`src/rtl/apbbr_pkg.sv`:
```
package apbbr_pkg;
  localparam logic [2:0] SZ_BYTE = 3'd0;
  localparam logic [2:0] SZ_HALF = 3'd1;

  typedef enum logic [2:0] {
    ST_IDLE,
    ST_PEND,
    ST_SETUP,
    ST_ACCESS,
    ST_ERR1,
    ST_ERR2
  } br_state_t;
endpackage

```
`src/rtl/apbbr_lanes.sv`:
```
module apbbr_lanes #(
  parameter int DATA_W = 32,
  localparam int LANES = DATA_W / 8,
  localparam int LB = $clog2(LANES)
) (
  input  logic [DATA_W-1:0] wdata,
  input  logic [2:0]        size,
  input  logic [LB-1:0]     lsb,
  output logic [DATA_W-1:0] rep
);
  import apbbr_pkg::*;

  logic [7:0]        byte_v;
  logic [15:0]       half_v;
  logic [DATA_W-1:0] byte_rep;
  logic [DATA_W-1:0] half_rep;

  // pick the narrow datum from the lane its address selects
  always_comb begin
    byte_v = wdata[{lsb, 3'b000} +: 8];
    half_v = wdata[{lsb[LB-1:1], 4'b0000} +: 16];
  end

  // copy it into every lane of the word
  for (genvar g = 0; g < LANES; g++) begin : g_byte
    assign byte_rep[g*8 +: 8] = byte_v;
  end
  for (genvar g = 0; g < LANES / 2; g++) begin : g_half
    assign half_rep[g*16 +: 16] = half_v;
  end

  always_comb begin
    if (size == SZ_BYTE)      rep = byte_rep;
    else if (size == SZ_HALF) rep = half_rep;
    else                      rep = wdata;
  end
endmodule

```
`src/rtl/apbbr_seq.sv`:
```
module apbbr_seq #(
  parameter int ADDR_W = 16,
  parameter int DATA_W = 32,
  localparam int LANES = DATA_W / 8,
  localparam int LB = $clog2(LANES)
) (
  input  logic              clk,
  input  logic              rst,
  input  logic              pclk_en,
  input  logic              hsel,
  input  logic [ADDR_W-1:0] haddr,
  input  logic [1:0]        htrans,
  input  logic              hwrite,
  input  logic [2:0]        hsize,
  input  logic              hready_in,
  input  logic [DATA_W-1:0] rep_wdata,
  output logic [2:0]        cap_size,
  output logic [LB-1:0]     cap_lsb,
  output logic              hreadyout,
  output logic              hresp,
  output logic [DATA_W-1:0] hrdata,
  output logic [ADDR_W-1:0] paddr,
  output logic              psel,
  output logic              penable,
  output logic              pwrite,
  output logic [DATA_W-1:0] pwdata,
  input  logic [DATA_W-1:0] prdata,
  input  logic              pready,
  input  logic              pslverr
);
  import apbbr_pkg::*;

  br_state_t state;
  logic      valid_tr;
  logic      accept;

  assign valid_tr = hsel && hready_in && ((htrans == 2'b10) || (htrans == 2'b11));
  assign accept   = valid_tr && ((state == ST_IDLE) || (state == ST_ERR2));

  always_ff @(posedge clk) begin
    if (rst) begin
      state     <= ST_IDLE;
      hreadyout <= 1'b1;
      hresp     <= 1'b0;
      hrdata    <= '0;
      paddr     <= '0;
      psel      <= 1'b0;
      penable   <= 1'b0;
      pwrite    <= 1'b0;
      pwdata    <= '0;
      cap_size  <= '0;
      cap_lsb   <= '0;
    end else begin
      case (state)
        ST_IDLE, ST_ERR2: begin
          hresp     <= 1'b0;
          hreadyout <= 1'b1;
          state     <= ST_IDLE;
          if (accept) begin
            paddr     <= {haddr[ADDR_W-1:LB], {LB{1'b0}}};
            pwrite    <= hwrite;
            cap_size  <= hsize;
            cap_lsb   <= haddr[LB-1:0];
            hreadyout <= 1'b0;
            state     <= ST_PEND;
          end
        end
        ST_PEND: begin
          if (pclk_en) begin
            psel   <= 1'b1;
            pwdata <= rep_wdata;
            state  <= ST_SETUP;
          end
        end
        ST_SETUP: begin
          if (pclk_en) begin
            penable <= 1'b1;
            state   <= ST_ACCESS;
          end
        end
        ST_ACCESS: begin
          if (pclk_en && pready) begin
            psel    <= 1'b0;
            penable <= 1'b0;
            hrdata  <= prdata;
            if (pslverr) begin
              hresp <= 1'b1;
              state <= ST_ERR1;
            end else begin
              hreadyout <= 1'b1;
              state     <= ST_IDLE;
            end
          end
        end
        ST_ERR1: begin
          hreadyout <= 1'b1;
          state     <= ST_ERR2;
        end
        default: state <= ST_IDLE;
      endcase
    end
  end

  // setup phase always precedes access phase
  p_setup_first_r3: assert property (@(posedge clk) disable iff (rst)
    $rose(penable) |-> ($past(psel) && !$past(penable)));
  // enable only with select
  p_enable_in_sel_r3: assert property (@(posedge clk) disable iff (rst)
    penable |-> psel);
  // access phase held until the peripheral is ready on an enabled edge
  p_hold_access_r3: assert property (@(posedge clk) disable iff (rst)
    (penable && !(pclk_en && pready)) |=> penable);
  // AHB is stalled while the peripheral is selected
  p_stall_while_sel_r4: assert property (@(posedge clk) disable iff (rst)
    psel |-> !hreadyout);
  // error response is a two-cycle pair
  p_err_pair_r10: assert property (@(posedge clk) disable iff (rst)
    (hresp && !hreadyout) |=> (hresp && hreadyout));
  // APB phases move only on enabled edges
  p_gated_phase_r11: assert property (@(posedge clk) disable iff (rst)
    (!$past(pclk_en) && !$past(rst)) |-> ($stable(psel) && $stable(penable)));
endmodule

```
`src/rtl/ahb_apb_lane_bridge.sv`:
```
module ahb_apb_lane_bridge #(
  parameter int ADDR_W = 16,
  parameter int DATA_W = 32,
  localparam int LANES = DATA_W / 8,
  localparam int LB = $clog2(LANES)
) (
  input  logic              clk,
  input  logic              rst,
  input  logic              pclk_en,
  input  logic              hsel,
  input  logic [ADDR_W-1:0] haddr,
  input  logic [1:0]        htrans,
  input  logic              hwrite,
  input  logic [2:0]        hsize,
  input  logic [DATA_W-1:0] hwdata,
  input  logic              hready_in,
  output logic              hreadyout,
  output logic              hresp,
  output logic [DATA_W-1:0] hrdata,
  output logic [ADDR_W-1:0] paddr,
  output logic              psel,
  output logic              penable,
  output logic              pwrite,
  output logic [DATA_W-1:0] pwdata,
  input  logic [DATA_W-1:0] prdata,
  input  logic              pready,
  input  logic              pslverr
);
  logic [DATA_W-1:0] rep_wdata;
  logic [2:0]        cap_size;
  logic [LB-1:0]     cap_lsb;

  apbbr_lanes #(.DATA_W(DATA_W)) u_lanes (
    .wdata (hwdata),
    .size  (cap_size),
    .lsb   (cap_lsb),
    .rep   (rep_wdata)
  );

  apbbr_seq #(.ADDR_W(ADDR_W), .DATA_W(DATA_W)) u_seq (
    .clk       (clk),
    .rst       (rst),
    .pclk_en   (pclk_en),
    .hsel      (hsel),
    .haddr     (haddr),
    .htrans    (htrans),
    .hwrite    (hwrite),
    .hsize     (hsize),
    .hready_in (hready_in),
    .rep_wdata (rep_wdata),
    .cap_size  (cap_size),
    .cap_lsb   (cap_lsb),
    .hreadyout (hreadyout),
    .hresp     (hresp),
    .hrdata    (hrdata),
    .paddr     (paddr),
    .psel      (psel),
    .penable   (penable),
    .pwrite    (pwrite),
    .pwdata    (pwdata),
    .prdata    (prdata),
    .pready    (pready),
    .pslverr   (pslverr)
  );
endmodule

```
`config.mk`:
```
export PLATFORM = sky130hd
export DESIGN_NAME = ahb_apb_lane_bridge
export DESIGN_NICKNAME = d
export VERILOG_FILES = /design/src/rtl/apbbr_pkg.sv /design/src/rtl/apbbr_lanes.sv /design/src/rtl/apbbr_seq.sv /design/src/rtl/ahb_apb_lane_bridge.sv
export SDC_FILE = /design/constraint.sdc
export NUM_CORES = 1
export LEC_CHECK = 0
export BUFFER_PORTS_ARGS = -buffer_cell sky130_fd_sc_hd__buf_2
export CORE_ASPECT_RATIO = 0.9
export CORE_MARGIN = 3
export CORE_UTILIZATION = 43
export DETAILED_ROUTE_END_ITERATION = 10
export PLACE_DENSITY = 0.79
export SYNTH_ARGS = -nofsm -noshare
export SYNTH_HDL_FRONTEND = slang
export SYNTH_SLANG_ARGS = --single-unit
```
`constraint.sdc`:
```
create_clock -name clk -period 1.7 [get_ports clk]
set_clock_uncertainty 0.05 [all_clocks]
set_input_delay 0.34 -clock clk [delete_from_list [all_inputs] [get_ports clk]]
set_output_delay 0.34 -clock clk [all_outputs]
set_load 0.02 [all_outputs]
```
==> flow_summary.yaml <==
clock_tree:
  post_cts_buffers: 0
  clk_transition_reported_paths_ns: 0.10
  cts_tree: "done"
  cts.root.buffer_cell: "clkbuf_8"
  cts-buffers-inserted: 9
  clkSinkCount: 91
  cts_max_path_buffers: 2
  cts-htree-levels: 3
  clock_insertion_delay_worst_skew_ns: 0.35
die:
  chipWidth_um: 108
  floorplan.core_area_mm2: 0.00881
  placementRows: 32
  start_util_pct: 45.5
  num_io_pins: 178
  die_y_um: 97.5
  dieArea_mm2: 0.0105
timing:
  timing.hold.ws_ns: 0.168
  post-route-period-util_pct: 92.6
  setup_viol_count_final: 0
  unrepaired_setup_endpoints_after_global_routing: "no"
  hold_viol: 0
  timing.final.ws_setup_ns: 0.126
  slew_violations: 0
  timing.fmax_ghz: 0.635
  post-route-min-period_ns: 1.57
power_and_ir_drop:
  ir_worst_vdd_mv: 0.500
  finalPower_mw: 4.54
  power_per_cell_area_mw_per_mm2: 865
  power_leakage_nw: 2.32
synth:
  ys_async_sr_fraction_pct: 0
  syn-cell-area_mm2: 0.00400
  synth_area_leaders: "dfxtp_1 46%, nand2_1 9.2%, a221oi_1 7.2%"
  netlist_top_cells_count: "98 x nand2_1, 91 x dfxtp_1, 54 x nor2_1, 36 x a21oi_1, 33 x a221oi_1"
  seq_area_frac_synth_pct: 45.5
  number_of_enable_type_register_cells_in_the_synthesized_netlist: 0
  synth_top_area_cell: "dfxtp_1"
  netlist_instances: 478
  ys_seq_elements: 91
  synth_cell_types: 35
  yosys.area.top_type_share_pct: 45.5
  synth-main-ff-cell: "dfxtp_1"
  syn-mean-instance-area_um2: 8.38
  synth_most_common_cell: "nand2_1"
  number_of_synthesis_warnings: 0
worst_setup_path:
  path_depth: 4
  crit_required_ns: 1.87
  timing.setup.critical_path_class: "reg2reg"
  crit_path_cell_trace: "or2_4 -> a21o_2 -> a221oi_1 -> a211oi_1"
  worst_ep_arrival_time_ns: 1.75
  cp_num_buf_inv: 0
  crit_slowest_cell: "a221oi_1"
  ff2ff_setup_slack_ns: 0.13
  timing.critical_path.to_type: "register"
  critical_path.reg2reg.endpoint: "u_seq.pwdata[19]"
  crit_path_max_incr_delay_ns: 0.34
  setup.worst_path.end: "u_seq.pwdata[19]"
  crit_path_start_kind: "register"
  regToRegStartpoint: "u_seq.cap_size[1]"
  rr_worst_depth: 4
  crit_fanout: 16
  first_element_of_the_critical_path: "u_seq.cap_size[1]"
  cp_top_family: "compound AO/OA/AOI/OAI gates"
global_routing:
  groute.usage.overall_pct: 21.1
  grt.overflow.total: 0
  largest_net_degree_at_the_start_of_global_routing: 57
  grt_first_pass_wirelength_um: 18300
  first_global_vias: 3982
  initial_antenna_violation_count: 0
cells_and_area:
  drive_gt1_share_pct: 33.7
  fin_util_pct: 59.6
  fill_cell_total_of_the_finished_layout: 823
  stdcell_area_mm2: 0.00525
  design.final.nets: 735
  antenna_diodes: 0
  layout-area-overhead-vs-synth_pct: 31.2
detailed_routing:
  via_count: 4134
  count_of_antenna_violating_nets_left_after_detailed_routing: 0
  detailedRoute.firstPassIterationCount: 5
  post-route-drc-count: 0
  detailedRoute.firstIterationViolations: 218
  routedWlPerCell_um: 14.6
  avgViaCountPerCell: 5.40
  final_routed_wirelength_um: 11200
placed_design:
  detailed_place.area_mm2: 0.00502
  dpl.hpwl_um: 8200
  detailedPlace.worstSlack_ns: -0.0126
  gp_congestion: 0.849
  port-buffer-count: 174
min_path:
  min_path_type: "in2reg"
outcome:
  outcome: "finished clean"
job:
  max_cap_viol_count: 0
[power breakdown]
group	switching, mW	internal (mW)
clock network	0.789	0.839
logic	0.406	0.275
registers	0.0382	2.20
total	1.23	3.31
[per-layer routing]
metal,wire [µm],part of all wire (%),GRT usage (%),vias up
li1,-,-,-,2013
met1,4610,41,26.2,1927
met2,5460,49,35.0,172
met3,832,7.5,5.18,22
met4,257,2.3,7.86,0
met5,0,0,0,-
[flip-flops by register name, summed over array words and instances, names as in the netlist, 2 cells and up]
name,cells
u_seq.pwdata,32
u_seq.cap_lsb,2
u_seq.cap_size,3
u_seq.hrdata,32
u_seq.state,3
u_seq.paddr,14
[tightest hold or removal path, stage by stage]
cell,delay (ns)
buf_2,0.09
nand2_1,0.04
a21oi_1,0.05
[worst min path at each step]
stage | startpoint | endpoint | cells past startpoint
2_1_floorplan | u_seq.cap_size[1] | u_seq.cap_size[1] | 2
5_1_grt | prdata[21] | u_seq.hrdata[21] | 3
6_report | prdata[13] | u_seq.hrdata[13] | 3
3_5_place_dp | u_seq.hrdata[9] | u_seq.hrdata[9] | 2
4_1_cts | prdata[20] | u_seq.hrdata[20] | 3
3_3_place_gp | u_seq.hrdata[1] | u_seq.hrdata[1] | 2
[final cells by class]
cell class	count	area, µm²	area share [%]
Clock buffer	9	124	2.36
Tap cell	119	149	2.83
Timing Repair Buffer	194	1080	20.6
Sequential cell	91	1820	34.7
Multi-Input combinational cell	341	1960	37.3
Clock inverter	7	98.8	1.88
Inverter	5	18.8	0.357
[cell usage in the layout (no fill, tap or decap), types with 2 or more instances in the layout]
cell type / instances
a211oi_1: 32
a221oi_1: 33
o21ai_0: 17
conb_1: 2
buf_4: 15
a22oi_1: 9
inv_1: 5
nor4_4: 2
nand4_1: 2
clkbuf_8: 9
bufinv_16: 2
buf_2: 174
nor2_1: 54
nand2b_1: 16
mux2i_1: 20
dfxtp_1: 91
a21oi_1: 36
inv_6: 2
buf_12: 5
nand2_1: 98
nor3_1: 4
nand3_1: 2
[stage by stage]
| step | cells | setup TNS [ns] |
|---|---|---|
| floorplan | 479 | 0 |
| global placement | 750 | 0 |
| detailed placement | 750 | -0.0126 |
| CTS | 766 | 0 |
| global route | 766 | 0 |
| finish | 766 | 0 |
[timing repair]
action                                  CTS  global route
gates resized for setup                   1             2
endpoints found under the setup margin    5            30
hold buffers                              0             0
pin swaps                                 0             1
[kinds of logic after synthesis]
group           count (synthesis)  share of synthesized area, %
simple gates                  187                          21.0
buf+inv                        47                          5.94
xor+xnor                        1                         0.219
compound gates                131                          22.3
flops                          91                          45.5
mux                            20                          5.00
other cells                     1                        0.0937
Power figures use the tool's default switching activity.
